$ cat src/rtl/mem_row_decoder.sv
module mem_row_decoder #(
  parameter int ADDR_W     = 32,
  parameter int ROWS       = 4,
  parameter int BND_W      = 8,
  parameter int UNIT_SHIFT = 24,
  localparam int IDX_W = (ROWS > 1) ? $clog2(ROWS) : 1,
  localparam int CMP_W = (ADDR_W > UNIT_SHIFT + BND_W) ? ADDR_W : UNIT_SHIFT + BND_W
) (
  input  logic              clk,
  input  logic              rst_n,
  input  logic              cfg_we,
  input  logic [IDX_W-1:0]  cfg_sel,
  input  logic [BND_W-1:0]  cfg_wdata,
  output logic [BND_W-1:0]  cfg_rdata,
  input  logic [ADDR_W-1:0] req_addr,
  output logic [ROWS-1:0]   row_cs,
  output logic [IDX_W-1:0]  row_idx,
  output logic              no_row
);

  logic [BND_W-1:0] limit_q [ROWS];
  logic [CMP_W-1:0] row_lo  [ROWS];
  logic [CMP_W-1:0] row_hi  [ROWS];
  logic [CMP_W-1:0] addr_x;
  logic [ROWS-1:0]  match;
  logic [ROWS:0]    blocked;
  logic             sel_ok;

  assign sel_ok = 32'(cfg_sel) < ROWS;
  assign addr_x = CMP_W'(req_addr);

  always_ff @(posedge clk or negedge rst_n) begin
    if (!rst_n) begin
      for (int i = 0; i < ROWS; i++) limit_q[i] <= '0;
    end else if (cfg_we && sel_ok) begin
      limit_q[cfg_sel] <= cfg_wdata;
    end
  end

  assign cfg_rdata = sel_ok ? limit_q[cfg_sel] : '0;

  assign blocked[0] = 1'b0;

  for (genvar g = 0; g < ROWS; g++) begin : g_row
    if (g == 0) begin : g_first
      assign row_lo[g] = '0;
    end else begin : g_next
      assign row_lo[g] = CMP_W'(limit_q[g-1]) << UNIT_SHIFT;
    end
    assign row_hi[g]     = CMP_W'(limit_q[g]) << UNIT_SHIFT;
    assign match[g]      = (addr_x >= row_lo[g]) && (addr_x < row_hi[g]);
    assign row_cs[g]     = match[g] & ~blocked[g];
    assign blocked[g+1]  = blocked[g] | match[g];

    // a chosen row is non-empty and really contains the address
    a_r4_row_holds_addr: assert property (@(posedge clk) disable iff (!rst_n)
      row_cs[g] |-> (limit_q[g] != ((g == 0) ? '0 : limit_q[(g == 0) ? 0 : g-1]))
                    && (addr_x < row_hi[g]));
  end

  always_comb begin
    row_idx = '0;
    for (int i = ROWS - 1; i >= 0; i--) begin
      if (match[i]) row_idx = IDX_W'(i);
    end
  end

  assign no_row = ~|match;

  logic past_ok;
  always_ff @(posedge clk or negedge rst_n) begin
    if (!rst_n) past_ok <= 1'b0;
    else        past_ok <= 1'b1;
  end

  logic ordered;
  always_comb begin
    ordered = 1'b1;
    for (int i = 1; i < ROWS; i++) begin
      if (limit_q[i] < limit_q[i-1]) ordered = 1'b0;
    end
  end

  // first cycle out of reset has an empty map
  a_r1_empty_after_reset: assert property (@(posedge clk) disable iff (!rst_n)
    !past_ok |-> (no_row && row_cs == '0));

  // a strobed write lands in the selected register
  a_r2_write_lands: assert property (@(posedge clk) disable iff (!rst_n)
    (past_ok && $past(cfg_we) && ($past(cfg_sel) == cfg_sel)) |-> (cfg_rdata == $past(cfg_wdata)));

  // without a strobe the selected register keeps its value
  a_r9_no_write_hold: assert property (@(posedge clk) disable iff (!rst_n)
    (past_ok && !$past(cfg_we) && $stable(cfg_sel)) |-> $stable(cfg_rdata));

  // at most one chip select, consistent with the index
  a_r6_onehot: assert property (@(posedge clk) disable iff (!rst_n)
    $onehot0(row_cs));

  a_r6_idx_agrees: assert property (@(posedge clk) disable iff (!rst_n)
    (row_cs != '0) |-> row_cs[row_idx]);

  // with ordered limits, out of range means at or above the top limit
  a_r5_top_limit: assert property (@(posedge clk) disable iff (!rst_n)
    ordered |-> (no_row == (addr_x >= (CMP_W'(limit_q[ROWS-1]) << UNIT_SHIFT))));

  // no_row only when no chip select
  a_r7_flag_vs_cs: assert property (@(posedge clk) disable iff (!rst_n)
    no_row |-> (row_cs == '0));

endmodule

$ cat config.mk
export PLATFORM = sky130hd
export DESIGN_NAME = mem_row_decoder
export DESIGN_NICKNAME = d
export VERILOG_FILES = /design/src/rtl/mem_row_decoder.sv
export SDC_FILE = /design/constraint.sdc
export NUM_CORES = 1
export LEC_CHECK = 0
export BUFFER_PORTS_ARGS = -buffer_cell sky130_fd_sc_hd__buf_2
export CORE_MARGIN = 3
export CORE_UTILIZATION = 45
export CTS_CLUSTER_DIAMETER = 200
export DETAILED_ROUTE_END_ITERATION = 12
export PLACE_DENSITY = 0.73
export SLEW_MARGIN = 10
export SYNTH_ARGS = -nofsm -noshare
export SYNTH_HDL_FRONTEND = slang
export SYNTH_SLANG_ARGS = --single-unit
export TNS_END_PERCENT = 50
$ cat constraint.sdc
create_clock -name clk -period 4.3 [get_ports clk]
set_input_delay 0.43 -clock clk [delete_from_list [all_inputs] [get_ports clk]]
set_output_delay 0.43 -clock clk [all_outputs]
set_load 0.05 [all_outputs]
## After elaboration in Yosys (flattened, before gate mapping)

Index checks and enable logic that the tools add are counted.

| word-level totals | value |
|---|---|
| output and inout bits | 15 |
| bits in registers | 32 |
| word-level logic and storage cells | 40 |
| bits of input ports | 45 |

| cells by class | value |
|---|---|
| bitwise gates (word level) | 9 |
| order comparisons | 10 |
| mux-type cells | 10 |
| reductions and logical operators | 7 |

Operator list:

| kind | count |
|---|---|
| $lt 32x32->1 | 4 |
| $ge 32x32->1 | 3 |
| $bwmux 32 | 1 |
| $ge 32x1->1 const B | 1 |
| $mux 8 | 3 |
| $bmux 8 s2 | 1 |
| $demux 8 s2 | 1 |
| $mux 2 | 4 |
| $logic_and 1x1->1 | 5 |
| $reduce_or 4->1 | 1 |
| $and 1x1->1 | 3 |
| $ge 3x3->1 const B | 1 |
| $lt 3x1->1 const B | 1 |
| $not 1->1 | 3 |
| $not 2->3 | 1 |
| $or 1x1->1 | 2 |
| $logic_not 1->1 | 1 |

## Logic depth before layout (Yosys ltp)

| logic depth | value |
|---|---|
| depth in word-level cells | 6 |
| depth in mapped cells | 7 |
| gate-level depth less buffers | 7 |

## Worst setup path after synthesis

OpenSTA, ideal clock, no wires.

| timing path | value |
|---|---|
| path kind | input-to-output |
| start point | input req_addr[25] |
| end point | output row_cs[2] |
| stages on the path | 6 |
| buffers on the path | 0 |
| data required time | 3.870 ns |
| slack | 1.031 ns |
| arrival | 2.839 ns |
| path through | ha_1 -> nor2b_1 -> o211ai_1 -> a21oi_1 -> a211oi_4 -> nor4_1 |

| on the way | value |
|---|---|
| word-level cells in the longest chain between the ends | 5 |
| elaborated cells between the ends (all ways) | 12 |
| classes of those cells | order compare: 6; bitwise: 3; reduce/logical: 3 |

RTL lines:

| element | RTL line | text |
|---|---|---|
| start, declared | 15 | `input logic [ADDR_W-1:0] req_addr,` |
| $ge 32x1->1 / $lt 32x32->1 (equally long branches) | 51 | `assign match[g] = (addr_x >= row_lo[g]) && (addr_x < row_hi[g]);` |
| $logic_and 1x1->1 * | 51 |  |
| via row_cs[0] | 16 | `output logic [ROWS-1:0] row_cs,` |
| $or 1x1->1 * | 53 | `assign blocked[g+1] = blocked[g] \| match[g];` |
| $not 1->1 * | 52 | `assign row_cs[g] = match[g] & ~blocked[g];` |
| $and 1x1->1 * | 52 |  |
| end, declared | 16 |  |

Mark *: on every way through the listed nets, which the timed path passes. The rest lies on a longest branch.

## Worst setup path after layout

| timing path | value |
|---|---|
| start point | register limit_q[17] in the netlist's numbering |
| end point | output row_cs[2] |

| on the way | value |
|---|---|
| word-level cells in the longest chain between the ends | 5 |
| elaborated cells between the ends (all ways) | 7 |
| classes of those cells | order compare: 2; bitwise: 3; reduce/logical: 2 |

RTL lines:

| element | RTL line | text |
|---|---|---|
| start, declared | 21 | `logic [BND_W-1:0] limit_q [ROWS];` |
| start signal, assigned by index | 36 | `limit_q[cfg_sel] <= cfg_wdata;` |
| $lt 32x32->1 | 51 |  |
| $logic_and 1x1->1 | 51 |  |
| $or 1x1->1 | 53 |  |
| $not 1->1 | 52 |  |
| $and 1x1->1 * | 52 |  |

Every way passes the cells marked *; elsewhere a longest branch is shown, timed or not.

==> run metrics <==
status=completed; synth-to-layout area growth=14.4%; number of buffers created by CTS=5; drt total wl=around 4500 um; leading cell type in the layout, fill and taps excluded=buf_2; R2R Path End=limit_q[8]$_DFFE_PN0P_; Leak=roughly 1.2 nW; Clock Power Share=between 20 and 25%; initial antenna violation count=0; Worst-Margin Slew=a little over 900 ps; fmax=373 MHz; worst hold slack=202 ps; internal reg-to-reg setup slack=between 3000 and 4000 ps; I/O pins=60; final RePlAce weighted congestion=0.771; hpwl dp=between 3000 and 4000 um; routed length per instance=16.3 um; R2R depth=1; CP required=3870 ps; most frequent cells in the layout=35 x buf_2, 32 x dfrtp_1, 31 x ha_1; number of hold buffers added after CTS=0; Sw Ratio=between 30% and 40%; largest net degree at the start of global routing=33; R2R Path Start=limit_q[8]$_DFFE_PN0P_; first-pass GRT wire length=approximately 7500 um; IO buf count=35; crit path launch type=flop; DRT iter0 DRCs=around 100; vias after detailed routing=roughly 1.6k; routed wl met3=158 um; post-synth top area share=between 30% and 40%; H-tree levels=2; Data arrival, critical path=approximately 2300 ps; Syn Inst Count=between 150 and 200; core area=roughly 4500 sq um; Slew HR=39.2%; Starting Density=approximately half; max reg flops=32; first-pass iteration count of the detailed router=4; RSZ-0062 raised after global routing=false; CP Max Fanout=4; Final Hold Vio Count=0; Die Footprint=5710 sq um; Biggest register=limit_q; cell internal pwr=between 0.6 and 0.7 mW; Max Slew Vio Count=0; clock latency on the worst-skew pair=280 ps; WS Path Type=flop to primary output; sequential group share of total power=between 30% and 40%; Unique masters post-synth=34; Post CTS Setup Buffer Count=0; global route total overflow=0; Synth area leaders=dfrtp_1 37%, ha_1 18%, mux2_2 13%, mux4_2 8.3%, inv_1 5.0%; fin nets=~300; CTS Buffer Depth=2; Tmin final=approximately 2700 ps; sequential fraction of the synthesis area=a little under two fifths; layout cell share with drive strength beyond 1=between 30% and 40%; max cap viols=0; met2 wire length=2040 um; Tot GR Track Use=17.8%; clk_skew=0 ps; syn avg cell area=about 12 sq um; Synthesis Warnings=0; post-route setup TNS=0 ps; Routed Antenna Nets=0; Synth Register Bits=32; Clock Root Buffer=clkbuf_8; post-synth top area cell=dfrtp_1; chip height=75.5 um; CTS tree=yes; Mapped Area=~2200 sq um; # resized after CTS=0; Worst Hold Class=input port to async pin; vias in the first global route=approximately 1.6k; ANT cells=0; final cell count without fillers=roughly 280; CTS sink count=32; final worst-path cycle share=a little over 60%; biggest regs=limit_q x32; Max rail drop VDD=approximately 0.16 mV; Setup violations, final=0; Highest Signal Layer=met4; vias per cell=about 5.7; Placed Cells=270; Net Count, Synth=262; combinational cell fraction of total power=41.0%; critical path endpoint category=primary output; DIE WIDTH=between 70 and 80 um; power density cells=between 400 and 500 nW/um^2; Net Sw Power=around 0.42 mW; DRC=0; clk slew on worst S/H paths=roughly 70 ps; wl on met1=approximately 2300 um; Site Rows=24
## logic make-up after synthesis
family	count (synthesis)	share of synthesized area [%]
AOI/OAI and AO/OA	34	11.4
and+or+nand+nor	24	6.90
adders and majority gates	31	17.8
muxes	33	21.2
DFF	32	36.8
buffers and inverters	32	5.81
## through the flow
stage | instance area [sq um] | worst slack (ps) | utilization [%] | total power [mW]
floorplan | 2180 | 1030 | - | 0.737
global placement | 2400 | 1750 | 53.3 | 0.834
detailed placement | 2400 | 1740 | 53.3 | 0.847
CTS | 2490 | 1610 | 55.3 | 1.09
global route | 2490 | 1450 | 55.3 | 1.15
finish | 2490 | 1620 | 55.3 | 1.08
## worst max path at each step
stage                             from    endpoint  cells after the start
3_5_place_dp              req_addr[27]  row_idx[0]                      8
3_3_place_gp              req_addr[27]  row_idx[0]                      8
5_1_grt         limit_q[3]$_DFFE_PN0P_  row_idx[0]                      8
2_1_floorplan             req_addr[25]   row_cs[2]                      6
4_1_cts         limit_q[3]$_DFFE_PN0P_  row_idx[0]                      8
6_report       limit_q[17]$_DFFE_PN0P_   row_cs[2]                      8
## critical path: stages (launching register included)
cell and delay [ps]:
dfrtp_1 370, inv_1 60, ha_1 260, nor2b_1 120, o211ai_1 110, a21oi_1 240
o22ai_1 200, nor4_1 300, buf_2 310
## power groups by stage
stage               sequential, mW  clock [mW]  combinational, mW
floorplan                    0.388           0              0.349
global placement             0.399           0              0.436
detailed placement           0.402           0              0.445
CTS                          0.396       0.247              0.447
global route                 0.404       0.260              0.490
finish                       0.397       0.240              0.443
## cells in the mapped netlist (all sizes together)
master / n
mux2: 25
nor3: 2
nor4: 1
a21oi: 7
dfrtp: 32
o21ba: 1
o211ai: 4
o22ai: 1
nor2b: 3
nor3b: 3
o21ai: 9
inv: 29
mux4: 8
a21o: 4
nand4: 1
a211o: 1
nand3: 3
ha: 31
o2111a: 1
nor2: 1
o2111ai: 1
nand2: 8
o22a: 1
a211oi: 3
nand3b: 2
buf: 3
a221oi: 1
## metal layers
metal,global-route usage (%),up-vias
li1,-,755
met1,26.3,784
met2,26.7,37
met3,2.90,6
met4,5.83,0
met5,0,-
## area by class of cell
type	count	area, sq um
Multi-Input combinational cell	122	1250
Timing Repair Buffer	35	175
Fill cell	394	2020
Inverter	29	109
Sequential cell	32	801
Clock buffer	8	90.1
Tap cell	52	65.1
Power figures use the tool's default switching activity.
